### src/rtl/sairx_pkg.sv
package sairx_pkg;
  localparam logic [2:0] FMT_I2S  = 3'b000;
  localparam logic [2:0] FMT_LJ   = 3'b001;
  localparam logic [2:0] FMT_RJ24 = 3'b011;
  localparam logic [2:0] FMT_RJ20 = 3'b100;
  localparam logic [2:0] FMT_RJ18 = 3'b101;
  localparam logic [2:0] FMT_RJ16 = 3'b110;

  function automatic logic fmt_is_rj(input logic [2:0] f);
    return (f == FMT_RJ24) || (f == FMT_RJ20) || (f == FMT_RJ18) || (f == FMT_RJ16);
  endfunction

  function automatic logic fmt_known(input logic [2:0] f);
    return (f == FMT_I2S) || (f == FMT_LJ) || fmt_is_rj(f);
  endfunction
endpackage

### src/rtl/sairx_sync.sv
module sairx_sync #(
  parameter int W      = 1,
  parameter int STAGES = 2
) (
  input  logic         clk_i,
  input  logic         rst_i,
  input  logic [W-1:0] d_i,
  output logic [W-1:0] q_o
);
  logic [W-1:0] stg_q [STAGES];

  always_ff @(posedge clk_i) begin
    if (rst_i) begin
      for (int k = 0; k < STAGES; k++) stg_q[k] <= '0;
    end else begin
      stg_q[0] <= d_i;
      for (int k = 1; k < STAGES; k++) stg_q[k] <= stg_q[k-1];
    end
  end

  assign q_o = stg_q[STAGES-1];
endmodule

### src/rtl/sairx_framer.sv
module sairx_framer #(
  parameter int SLOT_BITS  = 32,
  parameter int WIDE_SLOTS = 16,
  parameter int POSW       = 9
) (
  input  logic            clk_i,
  input  logic            rst_i,
  input  logic            bit_stb_i,
  input  logic            fs_i,
  input  logic            fs_rise_i,
  input  logic            tdm_en_i,
  input  logic            tdm_wide_i,
  input  logic            i2s_dly_i,
  output logic [POSW-1:0] pos_o,
  output logic            pos_vld_o
);
  localparam logic [POSW-1:0] LAST_WIDE   = POSW'(WIDE_SLOTS * SLOT_BITS - 1);
  localparam logic [POSW-1:0] LAST_NARROW = POSW'((WIDE_SLOTS / 2) * SLOT_BITS - 1);
  localparam logic [POSW-1:0] LAST_PAIR   = POSW'(2 * SLOT_BITS - 1);

  logic            fs_prev_q, primed_q, locked_q;
  logic [POSW-1:0] pos_q;
  logic [POSW-1:0] last_pos, start_pos, next_pos;
  logic            frame_edge;

  always_comb begin
    if (tdm_en_i) last_pos = tdm_wide_i ? LAST_WIDE : LAST_NARROW;
    else          last_pos = LAST_PAIR;
    start_pos  = i2s_dly_i ? last_pos : '0;
    next_pos   = (pos_q >= last_pos) ? '0 : pos_q + 1'b1;
    frame_edge = bit_stb_i & primed_q &
                 (fs_rise_i ? (fs_i & ~fs_prev_q) : (~fs_i & fs_prev_q));
    pos_o      = frame_edge ? start_pos : next_pos;
    pos_vld_o  = bit_stb_i & (frame_edge | locked_q);
  end

  always_ff @(posedge clk_i) begin
    if (rst_i) begin
      fs_prev_q <= 1'b0;
      primed_q  <= 1'b0;
      locked_q  <= 1'b0;
      pos_q     <= '0;
    end else if (bit_stb_i) begin
      fs_prev_q <= fs_i;
      primed_q  <= 1'b1;
      if (frame_edge | locked_q) pos_q <= pos_o;
      if (frame_edge) locked_q <= 1'b1;
    end
  end
endmodule

### src/rtl/sairx_lane.sv
module sairx_lane
  import sairx_pkg::*;
#(
  parameter int SW        = 24,
  parameter int SLOT_BITS = 32,
  parameter int POSW      = 9,
  parameter int CHW       = 4,
  parameter int LANE      = 0
) (
  input  logic            clk_i,
  input  logic            rst_i,
  input  logic            bit_stb_i,
  input  logic            sd_i,
  input  logic [POSW-1:0] pos_i,
  input  logic            pos_vld_i,
  input  logic            tdm_en_i,
  input  logic [2:0]      fmt_i,
  output logic [SW-1:0]   smp_o,
  output logic [CHW-1:0]  chan_o,
  output logic            vld_o
);
  localparam int SLOT_LG = $clog2(SLOT_BITS);
  localparam int SELW    = POSW - SLOT_LG;
  localparam int PW      = $clog2(SW + 1);
  localparam logic [PW-1:0] PAD24 = PW'(SW - 24);
  localparam logic [PW-1:0] PAD20 = PW'(SW - 20);
  localparam logic [PW-1:0] PAD18 = PW'(SW - 18);
  localparam logic [PW-1:0] PAD16 = PW'(SW - 16);
  localparam logic [CHW-1:0] PAIR_BASE = CHW'(2 * LANE);

  logic [SLOT_BITS-1:0] sh_q, sh_nx;
  logic [SELW-1:0]      slot;
  logic [SLOT_LG-1:0]   bit_in_slot, emit_at;
  logic                 rj, lane_on, fire;
  logic [PW-1:0]        pad;
  logic [SW-1:0]        raw, word;
  logic signed [SW-1:0] up, ext;
  logic [CHW-1:0]       chan_nx;

  always_comb begin
    sh_nx       = {sh_q[SLOT_BITS-2:0], sd_i};
    slot        = pos_i[POSW-1:SLOT_LG];
    bit_in_slot = pos_i[SLOT_LG-1:0];
    rj          = ~tdm_en_i & fmt_is_rj(fmt_i);
    emit_at     = rj ? SLOT_LG'(SLOT_BITS - 1) : SLOT_LG'(SW - 1);
    lane_on     = tdm_en_i ? (LANE == 0) : fmt_known(fmt_i);
    fire        = pos_vld_i & lane_on & (bit_in_slot == emit_at);
    case (fmt_i)
      FMT_RJ24: pad = PAD24;
      FMT_RJ20: pad = PAD20;
      FMT_RJ18: pad = PAD18;
      FMT_RJ16: pad = PAD16;
      default:  pad = '0;
    endcase
    raw     = sh_nx[SW-1:0];
    up      = $signed(raw << pad);
    ext     = up >>> pad;
    word    = rj ? ext : raw;
    chan_nx = tdm_en_i ? CHW'(slot) : (PAIR_BASE | CHW'(slot[0]));
  end

  always_ff @(posedge clk_i) begin
    if (rst_i) begin
      sh_q   <= '0;
      smp_o  <= '0;
      chan_o <= '0;
      vld_o  <= 1'b0;
    end else begin
      vld_o <= fire;
      if (bit_stb_i) sh_q <= sh_nx;
      if (fire) begin
        smp_o  <= word;
        chan_o <= chan_nx;
      end
    end
  end
endmodule

### src/rtl/serial_audio_rx.sv
module serial_audio_rx
  import sairx_pkg::*;
#(
  parameter int NLINES      = 4,
  parameter int SW          = 24,
  parameter int SLOT_BITS   = 32,
  parameter int WIDE_SLOTS  = 16,
  parameter int SYNC_STAGES = 2,
  localparam int CHW        = $clog2(WIDE_SLOTS)
) (
  input  logic                  clk_i,
  input  logic                  rst_i,
  input  logic                  bclk_i,
  input  logic                  fsync_i,
  input  logic [NLINES-1:0]     sd_i,
  input  logic [2:0]            fmt_i,
  input  logic                  tdm_en_i,
  input  logic                  tdm_wide_i,
  input  logic                  fs_rise_i,
  output logic [NLINES*SW-1:0]  smp_o,
  output logic [NLINES*CHW-1:0] chan_o,
  output logic [NLINES-1:0]     vld_o
);
  localparam int POSW = $clog2(WIDE_SLOTS * SLOT_BITS);

  logic [NLINES+1:0] raw_in, synced;
  logic              bclk_s, fs_s, bclk_d, bit_stb;
  logic [NLINES-1:0] sd_s;
  logic [POSW-1:0]   pos;
  logic              pos_vld, i2s_dly;

  assign raw_in  = {sd_i, fsync_i, bclk_i};
  assign bclk_s  = synced[0];
  assign fs_s    = synced[1];
  assign sd_s    = synced[NLINES+1:2];
  assign i2s_dly = ~tdm_en_i & (fmt_i == FMT_I2S);
  assign bit_stb = bclk_s & ~bclk_d;

  sairx_sync #(.W(NLINES + 2), .STAGES(SYNC_STAGES)) sync_i (
    .clk_i (clk_i),
    .rst_i (rst_i),
    .d_i   (raw_in),
    .q_o   (synced)
  );

  always_ff @(posedge clk_i) begin
    if (rst_i) bclk_d <= 1'b1;
    else       bclk_d <= bclk_s;
  end

  sairx_framer #(.SLOT_BITS(SLOT_BITS), .WIDE_SLOTS(WIDE_SLOTS), .POSW(POSW)) framer_i (
    .clk_i      (clk_i),
    .rst_i      (rst_i),
    .bit_stb_i  (bit_stb),
    .fs_i       (fs_s),
    .fs_rise_i  (fs_rise_i),
    .tdm_en_i   (tdm_en_i),
    .tdm_wide_i (tdm_wide_i),
    .i2s_dly_i  (i2s_dly),
    .pos_o      (pos),
    .pos_vld_o  (pos_vld)
  );

  for (genvar g = 0; g < NLINES; g++) begin : g_lane
    sairx_lane #(
      .SW(SW), .SLOT_BITS(SLOT_BITS), .POSW(POSW), .CHW(CHW), .LANE(g)
    ) lane_i (
      .clk_i     (clk_i),
      .rst_i     (rst_i),
      .bit_stb_i (bit_stb),
      .sd_i      (sd_s[g]),
      .pos_i     (pos),
      .pos_vld_i (pos_vld),
      .tdm_en_i  (tdm_en_i),
      .fmt_i     (fmt_i),
      .smp_o     (smp_o[g*SW +: SW]),
      .chan_o    (chan_o[g*CHW +: CHW]),
      .vld_o     (vld_o[g])
    );
  end
endmodule

### config.mk
export PLATFORM = sky130hd
export DESIGN_NAME = serial_audio_rx
export DESIGN_NICKNAME = d
export VERILOG_FILES = /design/src/rtl/sairx_pkg.sv /design/src/rtl/sairx_sync.sv /design/src/rtl/sairx_framer.sv /design/src/rtl/sairx_lane.sv /design/src/rtl/serial_audio_rx.sv
export SDC_FILE = /design/constraint.sdc
export NUM_CORES = 1
export LEC_CHECK = 0
export CORE_UTILIZATION = 49
export DETAILED_ROUTE_END_ITERATION = 6
export HOLD_SLACK_MARGIN = 0.06
export PLACE_DENSITY = 0.76
export SETUP_SLACK_MARGIN = 0.5
export SYNTH_ARGS = -nofsm -noshare
export SYNTH_HDL_FRONTEND = slang
export SYNTH_SLANG_ARGS = --single-unit
export TNS_END_PERCENT = 10
### constraint.sdc
create_clock -name clk_i -period 2.9 [get_ports clk_i]
set_clock_uncertainty 0.05 [all_clocks]
set_input_delay 0.58 -clock clk_i [delete_from_list [all_inputs] [get_ports clk_i]]
set_output_delay 0.58 -clock clk_i [all_outputs]
set_load 0.02 [all_outputs]
# Word level (Yosys, flattened, before mapping)
# Memory sizes are Yosys's and may differ from the RTL's.
# Cells that the tools add are included.
[totals]
register_bits = 219
ramBits = 12
in_bits = 14
output_inout_bits = 116
word_cells = 86
mem_count = 1
[mem_list]
columns = ["name", "depth", "width", "read_ports", "rd_clocked_by_memory_dff", "write_ports", "line", "source"]
rows = [
  ["sync_i.stg_q", 2, 6, 2, 0, 2, "sairx_sync.sv:10", "logic [W-1:0] stg_q [STAGES];"],
]
[classes]
addsub = 1
magnitude_cmp = 1
eq_ne = 6
shifts = 8
mux = 23
bitwise_logic = 19
reduce_logical = 8
[ops]
columns = ["op", "n"]
rows = [
  ["24-bit 2-to-1 mux", 4],
  ["24-bit by 4-bit << shifter with 24-bit output", 4],
  ["24-bit by 4-bit >>> shifter with 24-bit output", 3],
  ["9-bit 2-to-1 mux", 5],
  ["24-bit by 5-bit >>> shifter with 24-bit output", 1],
  ["4-bit 2-to-1 mux", 5],
  ["1-bit bitwise AND", 12],
  ["6-bit 2-to-1 mux", 2],
  ["4-bit one-hot mux with 3 select lines", 1],
  ["9-bit by 1-bit adder with 9-bit output (second input constant)", 1],
  ["3-bit equality test (second input constant)", 3],
  ["9-bit >= comparator", 1],
  ["1-bit 2-to-1 mux", 6],
  ["5-bit equality test", 1],
  ["1-bit logical OR", 5],
  ["1-bit NOT", 4],
  ["2-bit AND reduction", 2],
  ["3-bit by 1-bit equality test with 1-bit output (second input constant)", 1],
  ["3-bit by 2-bit equality test with 1-bit output (second input constant)", 1],
  ["3-bit logical NOT", 1],
  ["1-bit OR", 3],
]

# Logic depth before layout (Yosys ltp)
# An unclocked memory read counts as a cell.
[depth]
ltp_word = 9
depth_mapped = 10
ltp_nobuf = 7

# Modules after synthesis
# A second synthesis with hierarchy kept.
[unflattened]
hier_cells = 1105
hier_area_um2 = 10267.3
[by_module_without_submodules]
columns = ["mod", "instances", "cells_per_inst", "area_each_um2", "seq_area_each_um2"]
rows = [
  ["sairx_lane (g_lane[1].lane_i ...)", 2, 245, 2296.0, 1041.0],
  ["sairx_lane (g_lane[0].lane_i)", 1, 239, 2243.4, 1041.0],
  ["sairx_lane (g_lane[3].lane_i)", 1, 223, 2068.2, 1041.0],
  ["sairx_framer", 1, 118, 907.1, 240.2],
  ["sairx_sync", 1, 31, 411.6, 240.2],
  ["serial_audio_rx", 1, 4, 45.0, 20.0],
]

# Worst setup path after synthesis
# No wires, ideal clock.
[synth_path]
path_kind = "input port to flip-flop"
startpoint = "input port tdm_en_i"
endpoint = "register g_lane[0].lane_i.chan_o[1]"
setup_time_ps = 70
t_arrival_ps = 2773
required_ps = 2780
path_slack_ps = 6
path_stages = 9
path_buffers = 2
cell_sequence = "clkbuf_1 > inv_1 > ha_1 > a21o_1 > a21oi_1 > nor3b_1 > clkbuf_1 > nand4_1 > a21oi_1"
[synth_between]
elab_chain_len = 6
word_cells_on_any_way = 14
cone_classes = "order compare: 1; eq/ne: 1; mux: 7; bitwise: 5"
[synth_rtl]
columns = ["element", "line", "source"]
rows = [
  ["start: declaration", "serial_audio_rx.sv:17", "input logic tdm_en_i,"],
  ["9-bit 2-to-1 mux / 1-bit NOT (equally long branches)", "sairx_framer.sv:27, sairx_lane.sv:44, serial_audio_rx.sv:36", ""],
  ["9-bit >= comparator / 1-bit bitwise AND (equally long branches)", "sairx_framer.sv:30, serial_audio_rx.sv:36", ""],
  ["9-bit 2-to-1 mux, on equally long branches", "sairx_framer.sv:30, sairx_framer.sv:29", ""],
  ["9-bit 2-to-1 mux", "sairx_framer.sv:33", "pos_o = frame_edge ? start_pos : next_pos;"],
  ["5-bit equality test", "sairx_lane.sv:47", "fire = pos_vld_i & lane_on & (bit_in_slot == emit_at);"],
  ["1-bit bitwise AND", "sairx_lane.sv:47", ""],
  ["end signal: assignment", "sairx_lane.sv:73", "chan_o <= chan_nx;"],
  ["end: declaration", "sairx_lane.sv:19", "output logic [CHW-1:0] chan_o,"],
]
# Parallel ways exist; a longest one is shown, timed or not.
# A chain may end at the register's enable or synchronous reset.

# Final worst setup path
[layout_path]
startpoint = "input port fmt_i[0]"
endpoint = "register g_lane[1].lane_i.smp_o[17]"
[layout_between]
elab_chain_len = 8
word_cells_on_any_way = 24
cone_classes = "eq/ne: 6; shift: 2; mux: 6; bitwise: 4; reduce/logical: 6"
[layout_rtl]
columns = ["element", "line", "source"]
rows = [
  ["start: declaration", "serial_audio_rx.sv:16", "input logic [2:0] fmt_i,"],
  ["parallel branches: the longest is 8 deep, another holds 24-bit by 4-bit << shifter with 24-bit output", "--", ""],
  ["end signal: assignment", "sairx_lane.sv:72", "smp_o <= word;"],
  ["end: declaration", "sairx_lane.sv:18", "output logic [SW-1:0] smp_o,"],
]
# Several ways; the timed one is not identified.

==> impl_metrics.tcl <==
set metrics [dict create \
    worst_path_clk_slew_ns 0.06 \
    synth_area_per_cell_sq_um 8.13 \
    htree_levels 1 \
    violations_in_the_final_reports "DRC" \
    layout.area.seq_sq_mm 0.00450 \
    synth_top_area_cell "dfxtp_1" \
    worstMarginPinSlew_ns 0.994 \
    clock_root_buffer_master "clkbuf_16" \
    floorplan.core_area_sq_mm 0.0181 \
    shortest_period_the_worst_path_allows_ns 2.35 \
    routed-wl-met3_microns 1560 \
    syn_area_sq_mm 0.00909 \
    drt-pass1-iter-count 7 \
    timing.final.crit_share 0.810 \
    r2r_slack_ns 0.67 \
    worst_path_dominant_cell_family "buffers and inverters" \
    synth_async_sr_flop_share 0 \
    drt_wl_total_microns 24900 \
    critical_path.cell_chain "clkdlybuf4s50_1 -> buf_4 -> buf_4 -> nand2b_1 -> nor2_1 -> buf_4 -> mux2i_1 -> a211oi_2" \
    overflow 0 \
    starting_density_of_the_core 0.503 \
    status "complete, but fails checks" \
    multi_input_comb_area_sq_mm 0.00427 \
    synth_top_cells_by_area "dfxtp_1 50%, a21oi_1 10%, nand2_1 9.4%" \
    holdCritStartpoint "sync_i.stg_q[0][1]$_SDFF_PP0_" \
    crit_buf_inv 4 \
    buffer_depth_of_the_longest_clock_path 3 \
    critical-path-slowest-cell "clkdlybuf4s50_1" \
    maximum_clock_frequency_mhz 425 \
    critical-path-top-cell-by-count "buf_4" \
    synth-main-ff-cell "dfxtp_1" \
    detailroute.wirelength.met2_microns 11500 \
    avgViaCountPerCell 5.77 \
    grt_first_pass_wirelength_microns 39300 \
    placer_congestion 0.887 \
    setup.worst_path.start "fmt_i[0]" \
    post_synth_inst_count 1119 \
    final.fill_count 1465 \
    mostFrequentLayoutCells "226 x nand2_1, 225 x dfxtp_1, 185 x a21oi_1" \
    crit_path_max_incr_delay_ns 0.48 \
    finalCoreUtilization 0.660 \
    vias_in_the_first_global_route 7698 \
    max-vdd-ir-drop_v 0.000387 \
    arrival_ns 2.68 \
    tritoncts "yes" \
    final_common_cell "nand2_1" \
    worst-setup-path-type "primary input to flip-flop" \
    route.vias.total 8516 \
    p_leak_nw 3.85 \
    tritoncts_num_sinks 225 \
    cts-buffers-inserted 23 \
    finalNetCount 1247 \
    floorplan.io_pins 130 \
    syn_to_final_growth_pct 31.3 \
    synth_top_area_frac 0.495 \
    track_usage 0.247 \
    critical_path.startpoint_type "primary input" \
    cp_data_required_time_ns 3.23 \
    hold_path.class "flip-flop to flip-flop" \
    later_pin_clock_latency_in_the_skew_report_ns 0.51 \
    dp.final_hpwl_microns 14800 \
    ratio_of_cells_with_drive_above_1_in_the_final_layout 0.116 \
    remaining_drc_errors 20 \
    post_synth_num_cell_types 57 \
    detailedPlace.worstSlack_ns -0.0831 \
    max_cap_viol_count 0 \
    power.density_cell_area_mw_per_mm2 537 \
    sequential_element_share_of_the_synthesized_area 0.495 \
    die_w_microns 138 \
    port_buffers 129 \
    highest_routed_metal_layer "met4" \
    routed_wire_length_per_instance_microns 16.9 \
    rr_startpoint "framer_i.pos_q[2]$_SDFFE_PP0P_" \
    drtAntennaViolNets 0 \
    maximum_fanout_along_the_worst_path 16 \
    setup_violations 0 \
    cts_hold_buf 0 \
    postSynthNetCount 1137 \
    report.final.slew_viol_count 0 \
    grt_setup_unrepaired "true" \
    finish.cell_count_without_fillers 1475 \
    site_row_count 49 \
    edff_count_synth 0 \
    timing.critical_path.to_type "flip-flop" \
    yosys_warnings 0 \
    slew_headroom 0.337 \
    dieHeight_microns 138 \
    grt_start_max_net_pins 96 \
    drt-initial-drc-count 820 \
    postSynthRegisterBits 225 \
    totalNegativeSetupSlack_ns 0 \
    dpl.cell_count 1417 \
    antenna_violations_before_repair 0 \
    wirelength_met1_microns 11300 \
    die_area_sq_mm 0.0191 \
    final-hold-violation-count 0 \
    final.setup.worst_slack_ns 0.550 \
    diodes 0 \
]
==> cells by family after synthesis <==
family,share of synthesized area
adder cells (fa/ha/maj),0.00550
XOR/XNOR,0.00385
multiplexers,0.0157
flip-flops,0.495
AND/OR/NAND/NOR,0.186
AO/OA/AOI/OAI,0.234
buffers and inverters,0.0586
==> worst paths after layout <==
check,to,cells past startpoint
worst max-delay path,g_lane[1].lane_i.smp_o[17]$_SDFFE_PP0P_,8
worst min register to register,sync_i.stg_q[0][7]$_SDFF_PP0_,1
worst min-delay path,sync_i.stg_q[0][7]$_SDFF_PP0_,1
worst max register to register,g_lane[0].lane_i.smp_o[9]$_SDFFE_PP0P_,7
==> cell usage after synthesis (4+ instances only) <==
| cell type | instances |
|---|---|
| nand2_1 | 227 |
| dfxtp_1 | 225 |
| a21oi_1 | 188 |
| o21ai_0 | 90 |
| nand3_1 | 73 |
| clkbuf_1 | 63 |
| a31oi_1 | 23 |
| nor2b_1 | 19 |
| nor2_1 | 18 |
| a211oi_1 | 17 |
| buf_1 | 17 |
| buf_2 | 12 |
| inv_1 | 12 |
| mux2i_1 | 12 |
| buf_4 | 10 |
| a311oi_1 | 9 |
| o2111ai_1 | 8 |
| nand4_1 | 7 |
| clkbuf_2 | 6 |
| nand2b_1 | 6 |
| o22ai_1 | 6 |
| and3_1 | 5 |
| o211ai_1 | 5 |
| o32ai_1 | 5 |
| ha_1 | 4 |
| nor3_1 | 4 |
| xnor2_1 | 4 |
==> final cells by class <==
cell class / count / area share
well taps: 229 / 0.0240
inverters: 12 / 0.00440
repair buffers: 193 / 0.174
clock buffers: 31 / 0.0541
multi-input cells: 774 / 0.357
flip-flops and latches: 225 / 0.377
clock inverters: 11 / 0.00933
==> flip-flops by register name (all words and copies together), names as in the netlist <==
name / cells
g_lane.lane_i.smp_o: 96
g_lane.lane_i.sh_q: 92
sync_i.stg_q: 12
g_lane.lane_i.chan_o: 10
framer_i.pos_q: 9
g_lane.lane_i.vld_o: 2
bclk_d: 1
framer_i.fs_prev_q: 1
framer_i.locked_q: 1
framer_i.primed_q: 1
==> power by group <==
group	switching, mW	leakage (nW)	internal [mW]	total [mW]
Sequential	0.00482	1.81	3.10	3.10
Clock	1.22	0.377	1.74	2.96
Combinational	0.216	1.66	0.126	0.342
Total	1.44	3.85	4.97	6.41
==> metal layers <==
metal,global-route usage,vias up
met1,0.337,4059
met2,0.401,274
met4,0.0763,0
li1,-,4149
met3,0.0423,34
met5,0,-
==> per-stage QoR <==
stage | hold slack (ns) | area, sq um | power [mW]
after floorplan | 0.364 | 9200 | 3.35
after global placement | 0.365 | 10800 | 3.45
after detailed placement | 0.378 | 10800 | 3.45
after CTS | 0.393 | 11700 | 6.42
after global routing | 0.409 | 11900 | 6.60
final | 0.387 | 11900 | 6.41
==> repair_timing <==
| action | CTS | global route |
|---|---|---|
| gates cloned | 4 | 3 |
| setup buffers | 6 | 3 |
| hold endpoints to repair | 0 | 0 |
| pin swaps | 4 | 10 |
| gates resized for setup | 24 | 69 |
| setup endpoints to repair | 77 | 114 |
No activity file was read; power rests on OpenSTA's default activity.
